$ cat src/rtl/ebs_pkg.sv
package ebs_pkg;

    typedef enum logic [2:0] {
        PH_IDLE,
        PH_AS,
        PH_GAP,
        PH_DS,
        PH_END
    } phase_e;

    function automatic int as_cycles(int p);
        return 2 * p + 1;
    endfunction

    function automatic int ds_cycles(bit is_write, int p, int w);
        if (is_write)
            return 2 * p + 2 * w + 2;
        return 4 * p + 2 * w + 3;
    endfunction

    function automatic int max_len(int pw, int ww);
        return 4 * ((1 << pw) - 1) + 2 * ((1 << ww) - 1) + 3;
    endfunction

endpackage

$ cat src/rtl/ebs_phase_fsm.sv
module ebs_phase_fsm #(
    parameter int PW = 3,
    parameter int WW = 3,
    parameter int CW = 6
) (
    input  logic            clk,
    input  logic            rst,
    input  logic            start,
    input  logic            is_write,
    input  logic [PW-1:0]   pre,
    input  logic [WW-1:0]   wt,
    input  logic            wait_in,
    output ebs_pkg::phase_e phase,
    output logic            ds_final,
    output logic            ack
);
    import ebs_pkg::*;

    phase_e        ph_q;
    logic [CW-1:0] cnt_q;
    logic [CW-1:0] len;
    logic [CW-1:0] win_end;
    logic          stall;
    logic          last;
    logic          ack_q;

    always_comb begin
        case (ph_q)
            PH_AS:   len = CW'(as_cycles(int'(pre)));
            PH_DS:   len = CW'(ds_cycles(is_write, int'(pre), int'(wt)));
            default: len = CW'(1);
        endcase
    end

    assign win_end = CW'(2 * int'(wt));
    assign stall   = (ph_q == PH_DS) && wait_in && (cnt_q <= win_end);
    assign last    = !stall && (cnt_q == len - CW'(1));

    always_ff @(posedge clk) begin
        if (rst) begin
            ph_q  <= PH_IDLE;
            cnt_q <= '0;
            ack_q <= 1'b0;
        end else begin
            ack_q <= (ph_q == PH_END) && last;
            case (ph_q)
                PH_IDLE: begin
                    cnt_q <= '0;
                    if (start) ph_q <= PH_AS;
                end
                default: begin
                    if (stall) begin
                        cnt_q <= cnt_q;
                    end else if (last) begin
                        cnt_q <= '0;
                        case (ph_q)
                            PH_AS:   ph_q <= PH_GAP;
                            PH_GAP:  ph_q <= PH_DS;
                            PH_DS:   ph_q <= PH_END;
                            default: ph_q <= PH_IDLE;
                        endcase
                    end else begin
                        cnt_q <= cnt_q + CW'(1);
                    end
                end
            endcase
        end
    end

    assign phase    = ph_q;
    assign ds_final = (ph_q == PH_DS) && last;
    assign ack      = ack_q;

endmodule

$ cat src/rtl/ebs_pin_decode.sv
module ebs_pin_decode (
    input  ebs_pkg::phase_e phase,
    input  logic            is_write,
    output logic            as_n,
    output logic            ds_n,
    output logic            addr_oe,
    output logic            wdata_oe
);
    import ebs_pkg::*;

    always_comb begin
        as_n     = (phase != PH_AS);
        ds_n     = (phase != PH_DS);
        addr_oe  = (phase == PH_AS) || (phase == PH_GAP) ||
                   ((phase == PH_DS) && is_write);
        wdata_oe = is_write && (phase != PH_IDLE);
    end

endmodule

$ cat src/rtl/ext_bus_seq.sv
module ext_bus_seq #(
    parameter int AW = 16,
    parameter int DW = 8,
    parameter int PW = 3,
    parameter int WW = 3
) (
    input  logic          clk,
    input  logic          rst,
    input  logic          req,
    input  logic          req_write,
    input  logic [AW-1:0] req_addr,
    input  logic [DW-1:0] req_wdata,
    input  logic [PW-1:0] cfg_pre,
    input  logic [WW-1:0] cfg_wait,
    output logic          ack,
    output logic [DW-1:0] rdata,
    output logic          bus_as_n,
    output logic          bus_ds_n,
    output logic          bus_rd,
    output logic [AW-1:0] bus_addr,
    output logic          bus_addr_oe,
    output logic [DW-1:0] bus_wdata,
    output logic          bus_wdata_oe,
    input  logic [DW-1:0] bus_rdata_in,
    input  logic          bus_wait
);
    import ebs_pkg::*;

    localparam int MAXLEN = max_len(PW, WW);
    localparam int CW     = $clog2(MAXLEN + 1);

    typedef struct packed {
        logic          wr;
        logic [AW-1:0] addr;
        logic [DW-1:0] wd;
        logic [PW-1:0] pre;
        logic [WW-1:0] wt;
    } req_t;

    req_t          lat_q;
    logic [DW-1:0] rdata_q;
    phase_e        phase;
    logic          ds_final;
    logic          ack_i;
    logic          accept;

    assign accept = req && (phase == PH_IDLE) && !ack_i;

    always_ff @(posedge clk) begin
        if (rst) begin
            lat_q   <= '0;
            rdata_q <= '0;
        end else begin
            if (accept) begin
                lat_q.wr   <= req_write;
                lat_q.addr <= req_addr;
                lat_q.wd   <= req_wdata;
                lat_q.pre  <= cfg_pre;
                lat_q.wt   <= cfg_wait;
            end
            if (ds_final && !lat_q.wr)
                rdata_q <= bus_rdata_in;
        end
    end

    ebs_phase_fsm #(
        .PW(PW),
        .WW(WW),
        .CW(CW)
    ) u_fsm (
        .clk     (clk),
        .rst     (rst),
        .start   (accept),
        .is_write(lat_q.wr),
        .pre     (lat_q.pre),
        .wt      (lat_q.wt),
        .wait_in (bus_wait),
        .phase   (phase),
        .ds_final(ds_final),
        .ack     (ack_i)
    );

    ebs_pin_decode u_pins (
        .phase   (phase),
        .is_write(lat_q.wr),
        .as_n    (bus_as_n),
        .ds_n    (bus_ds_n),
        .addr_oe (bus_addr_oe),
        .wdata_oe(bus_wdata_oe)
    );

    assign ack       = ack_i;
    assign rdata     = rdata_q;
    assign bus_rd    = !lat_q.wr;
    assign bus_addr  = lat_q.addr;
    assign bus_wdata = lat_q.wd;

endmodule

$ cat config.mk
export PLATFORM = sky130hd
export DESIGN_NAME = ext_bus_seq
export DESIGN_NICKNAME = d
export VERILOG_FILES = /design/src/rtl/ebs_pkg.sv /design/src/rtl/ebs_phase_fsm.sv /design/src/rtl/ebs_pin_decode.sv /design/src/rtl/ext_bus_seq.sv
export SDC_FILE = /design/constraint.sdc
export NUM_CORES = 1
export LEC_CHECK = 0
export ABC_AREA = 1
export CORE_MARGIN = 2
export CORE_UTILIZATION = 48
export CTS_BUF_LIST = sky130_fd_sc_hd__clkbuf_16
export CTS_CLUSTER_DIAMETER = 50
export DETAILED_ROUTE_END_ITERATION = 16
export PLACE_DENSITY = 0.81
export SLEW_MARGIN = 20
export SYNTH_ARGS = -nofsm -noshare
export SYNTH_HDL_FRONTEND = slang
export SYNTH_SLANG_ARGS = --single-unit
$ cat constraint.sdc
create_clock -name clk -period 2.7 [get_ports clk]
set_input_delay 0.405 -clock clk [delete_from_list [all_inputs] [get_ports clk]]
set_output_delay 0.405 -clock clk [all_outputs]
set_load 0.01 [all_outputs]
==> results_dict.tcl <==
set metrics [dict create \
    status "completed" \
    syn2layout_area_growth_pct 38.1 \
    synthArstFlopShare_pct 0 \
    worst-path-max-fanout 8 \
    antenna_found_initial 0 \
    design.portCount 81 \
    ant_nets 0 \
    io_buffers 80 \
    synth_area_um2 2830 \
    drive_gt1_share_pct 13.7 \
    final_util_pct 69.6 \
    power.density_nw_per_um2 874 \
    rsz0062_at_grt "true" \
    setup_viol 0 \
    synth_top_area_share_pct 34.7 \
    worstSetupPathType "reg -> reg" \
    dieHeight_um 80.7 \
    relSlewSlack_pct 44.3 \
    start_util_pct 50.4 \
    grt_max_degree 29 \
    cts_tree "built" \
    die-area_um2 6520 \
    gp_congestion 0.931 \
    hold_viol 0 \
    layout_setup_ws_ps 64.3 \
    avgSynthCellArea_um2 6.84 \
    clockRootBuffer "clkbuf_16" \
    yosysWarnings 0 \
    synthTopCellsByArea "dfxtp_1 35%, nor2_1 12%, nand2_1 10%, o21ai_0 6.4%, buf_4 6.4%" \
    first_iter_violations 157 \
    antenna_cells 0 \
    synth_flop_cell "dfxtp_1" \
    cts_buffer_depth 2 \
    core-area_um2 5610 \
    drc 0 \
    grt_usage_pct 23.3 \
    leakage_nw 1.79 \
    critPathCaptureType "register" \
    worstPathRequired_ps 2920 \
    firstDrtPassIters 4 \
    tightest_slew_ps 835 \
    vias 2778 \
    cp_data_arrival_time_ps 2860 \
    synth.most_common_cell "nor2_1" \
    start_kind "register" \
    placedCellCount 538 \
    n_fill_cell 475 \
    grt_pass1_vias 2718 \
    ys_seq_area_share_pct 34.7 \
    min_period_ps 2640 \
    finalCritPeriodShare_pct 97.6 \
    layoutNonFillerInstCount 554 \
    vias_per_cell 5.01 \
    cts_buffers 5 \
    routed_wl_mm 7.17 \
    fmax_mhz 379 \
    clk_latency_ps 280 \
    drv_slew 0 \
    row_count 27 \
    synth.cells.most_frequent "90 x nor2_1, 75 x nand2_1, 49 x dfxtp_1" \
    dieWidth_um 80.7 \
    clk_pin_slew_worst_paths_ps 60 \
    pre_cts_slack_ps -150 \
    avgRoutedWirePerCell_um 12.9 \
    finalPower_w 0.00341 \
    synthDistinctLibCells 30 \
    hold_path_class "reg -> reg" \
    synth_edf_count 0 \
    ir_worst_vdd_v 0.000688 \
    cts_sinks 49 \
    cts_max_level 2 \
    maxCapViolCount 0 \
    fin_nets 538 \
    whs_ps 503 \
    grt_pass1_wl_mm 11.8 \
    post-dp-hpwl_mm 5.02 \
    overflow 0 \
    rrSetupSlack_ps 60 \
    fin_skew_ps 2.82 \
    postCtsHoldBufs 0 \
    netlist_instances 413 \
    ys_seq_elements 49 \
    synth_nets 470 \
    synth_top_cell_by_area "dfxtp_1" \
]
==> cells by family (layout without fill, tap and decap cells) <==
group / after synthesis / in the layout / synth area share (%)
xor gates and xnor gates: 9 / 9 / 2.79
adders and majority gates: 14 / 14 / 6.73
AOI/OAI and AO/OA: 49 / 49 / 8.81
buffers and inverters: 77 / 145 / 14.1
DFF: 49 / 49 / 34.7
and+or+nand+nor: 215 / 216 / 32.8
==> routing by layer <==
layer | vias to the layer above | global-route usage (%) | share of wire (%)
met5 | - | 0 | 0
met1 | 1278 | 26.5 | 41
met4 | 0 | 7.46 | 1.5
met2 | 71 | 41.8 | 51
li1 | 1421 | - | -
met3 | 8 | 6.63 | 7.0
==> flip-flops by register name, summed over array words and instances, names as in the netlist <==
name and cells:
u_fsm.ack 1, bus_addr 16, u_fsm.phase 3, rdata 8, u_fsm.cnt_q 6, bus_wdata 8
lat_q 7
==> worst paths after layout <==
check                              start       end  depth (start not counted)
worst max-delay path            lat_q[1]  rdata[4]                         15
worst min-delay path            lat_q[3]  lat_q[3]                          2
worst max register to register  lat_q[1]  rdata[4]                         15
worst min register to register  lat_q[3]  lat_q[3]                          2
==> critical path: stages, from the launching register on <==
cell,delay (ps)
dfxtp_1,330
ha_1,300
ha_2,200
fa_2,330
xnor2_1,140
o21ai_2,210
nand2_2,110
inv_1,80
nand2_1,50
nand3_1,70
nand2_1,80
nor2_4,240
nand3_4,160
nand2_1,120
nand2_1,60
nor2_1,100
==> through the flow <==
| step | TNS (ps) | area (um^2) |
|---|---|---|
| after floorplan | 0 | 2830 |
| after global placement | -450 | 3540 |
| after detailed placement | -974 | 3540 |
| after CTS | 0 | 3800 |
| after global routing | -907 | 3900 |
| final | 0 | 3900 |
==> power breakdown <==
part	internal (W)	switching [W]
Sequential	0.000909	0.000129
Clock	0.000431	0.000259
Combinational	0.000759	0.000926
Total	0.00210	0.00131
==> timing repair <==
action | in CTS | in global routing
buffers inserted | 4 | 3
endpoints found under the hold margin | 0 | 0
gates resized for setup | 10 | 23
gates cloned | 1 | 0
pin swaps | 6 | 13
setup endpoints to repair | 10 | 17
==> final cells by class <==
type	count	area, um^2	share of cell area [%]
multi-input combinational	288	1590	40.7
sequential	49	983	25.2
timing repair buffer	96	921	23.6
inverter	41	156	4.01
clock buffer	5	125	3.21
tap	72	90.1	2.31
clock inverter	3	37.5	0.962
==> placed cells by master, fill, tap and decap left out <==
cell,synthesis,routed
ha_4,0,2
a21oi_1,11,8
ha_2,0,1
ha_1,12,9
nand2_2,3,9
or2_2,1,1
nor3_1,3,2
dfxtp_1,49,47
bufinv_16,0,1
nor3_2,1,2
clkdlybuf4s50_1,0,80
dfxtp_2,0,2
nand3_1,29,26
nor2_1,90,87
inv_1,39,37
fa_1,2,1
nor4_1,1,1
nand2_1,75,69
inv_4,0,1
nand3_2,4,5
inv_2,2,4
o21ai_0,36,35
buf_4,24,16
a21oi_2,0,3
nor2_4,1,2
nand3_4,1,4
o21ai_1,1,1
clkbuf_16,0,5
nor2_2,2,4
clkinv_1,0,1
xor2_1,6,6
xnor2_1,3,2
xnor2_4,0,1
o21ai_2,1,2
nand4_1,4,4
fa_2,0,1
No activity file was read; power rests on OpenSTA's default activity.
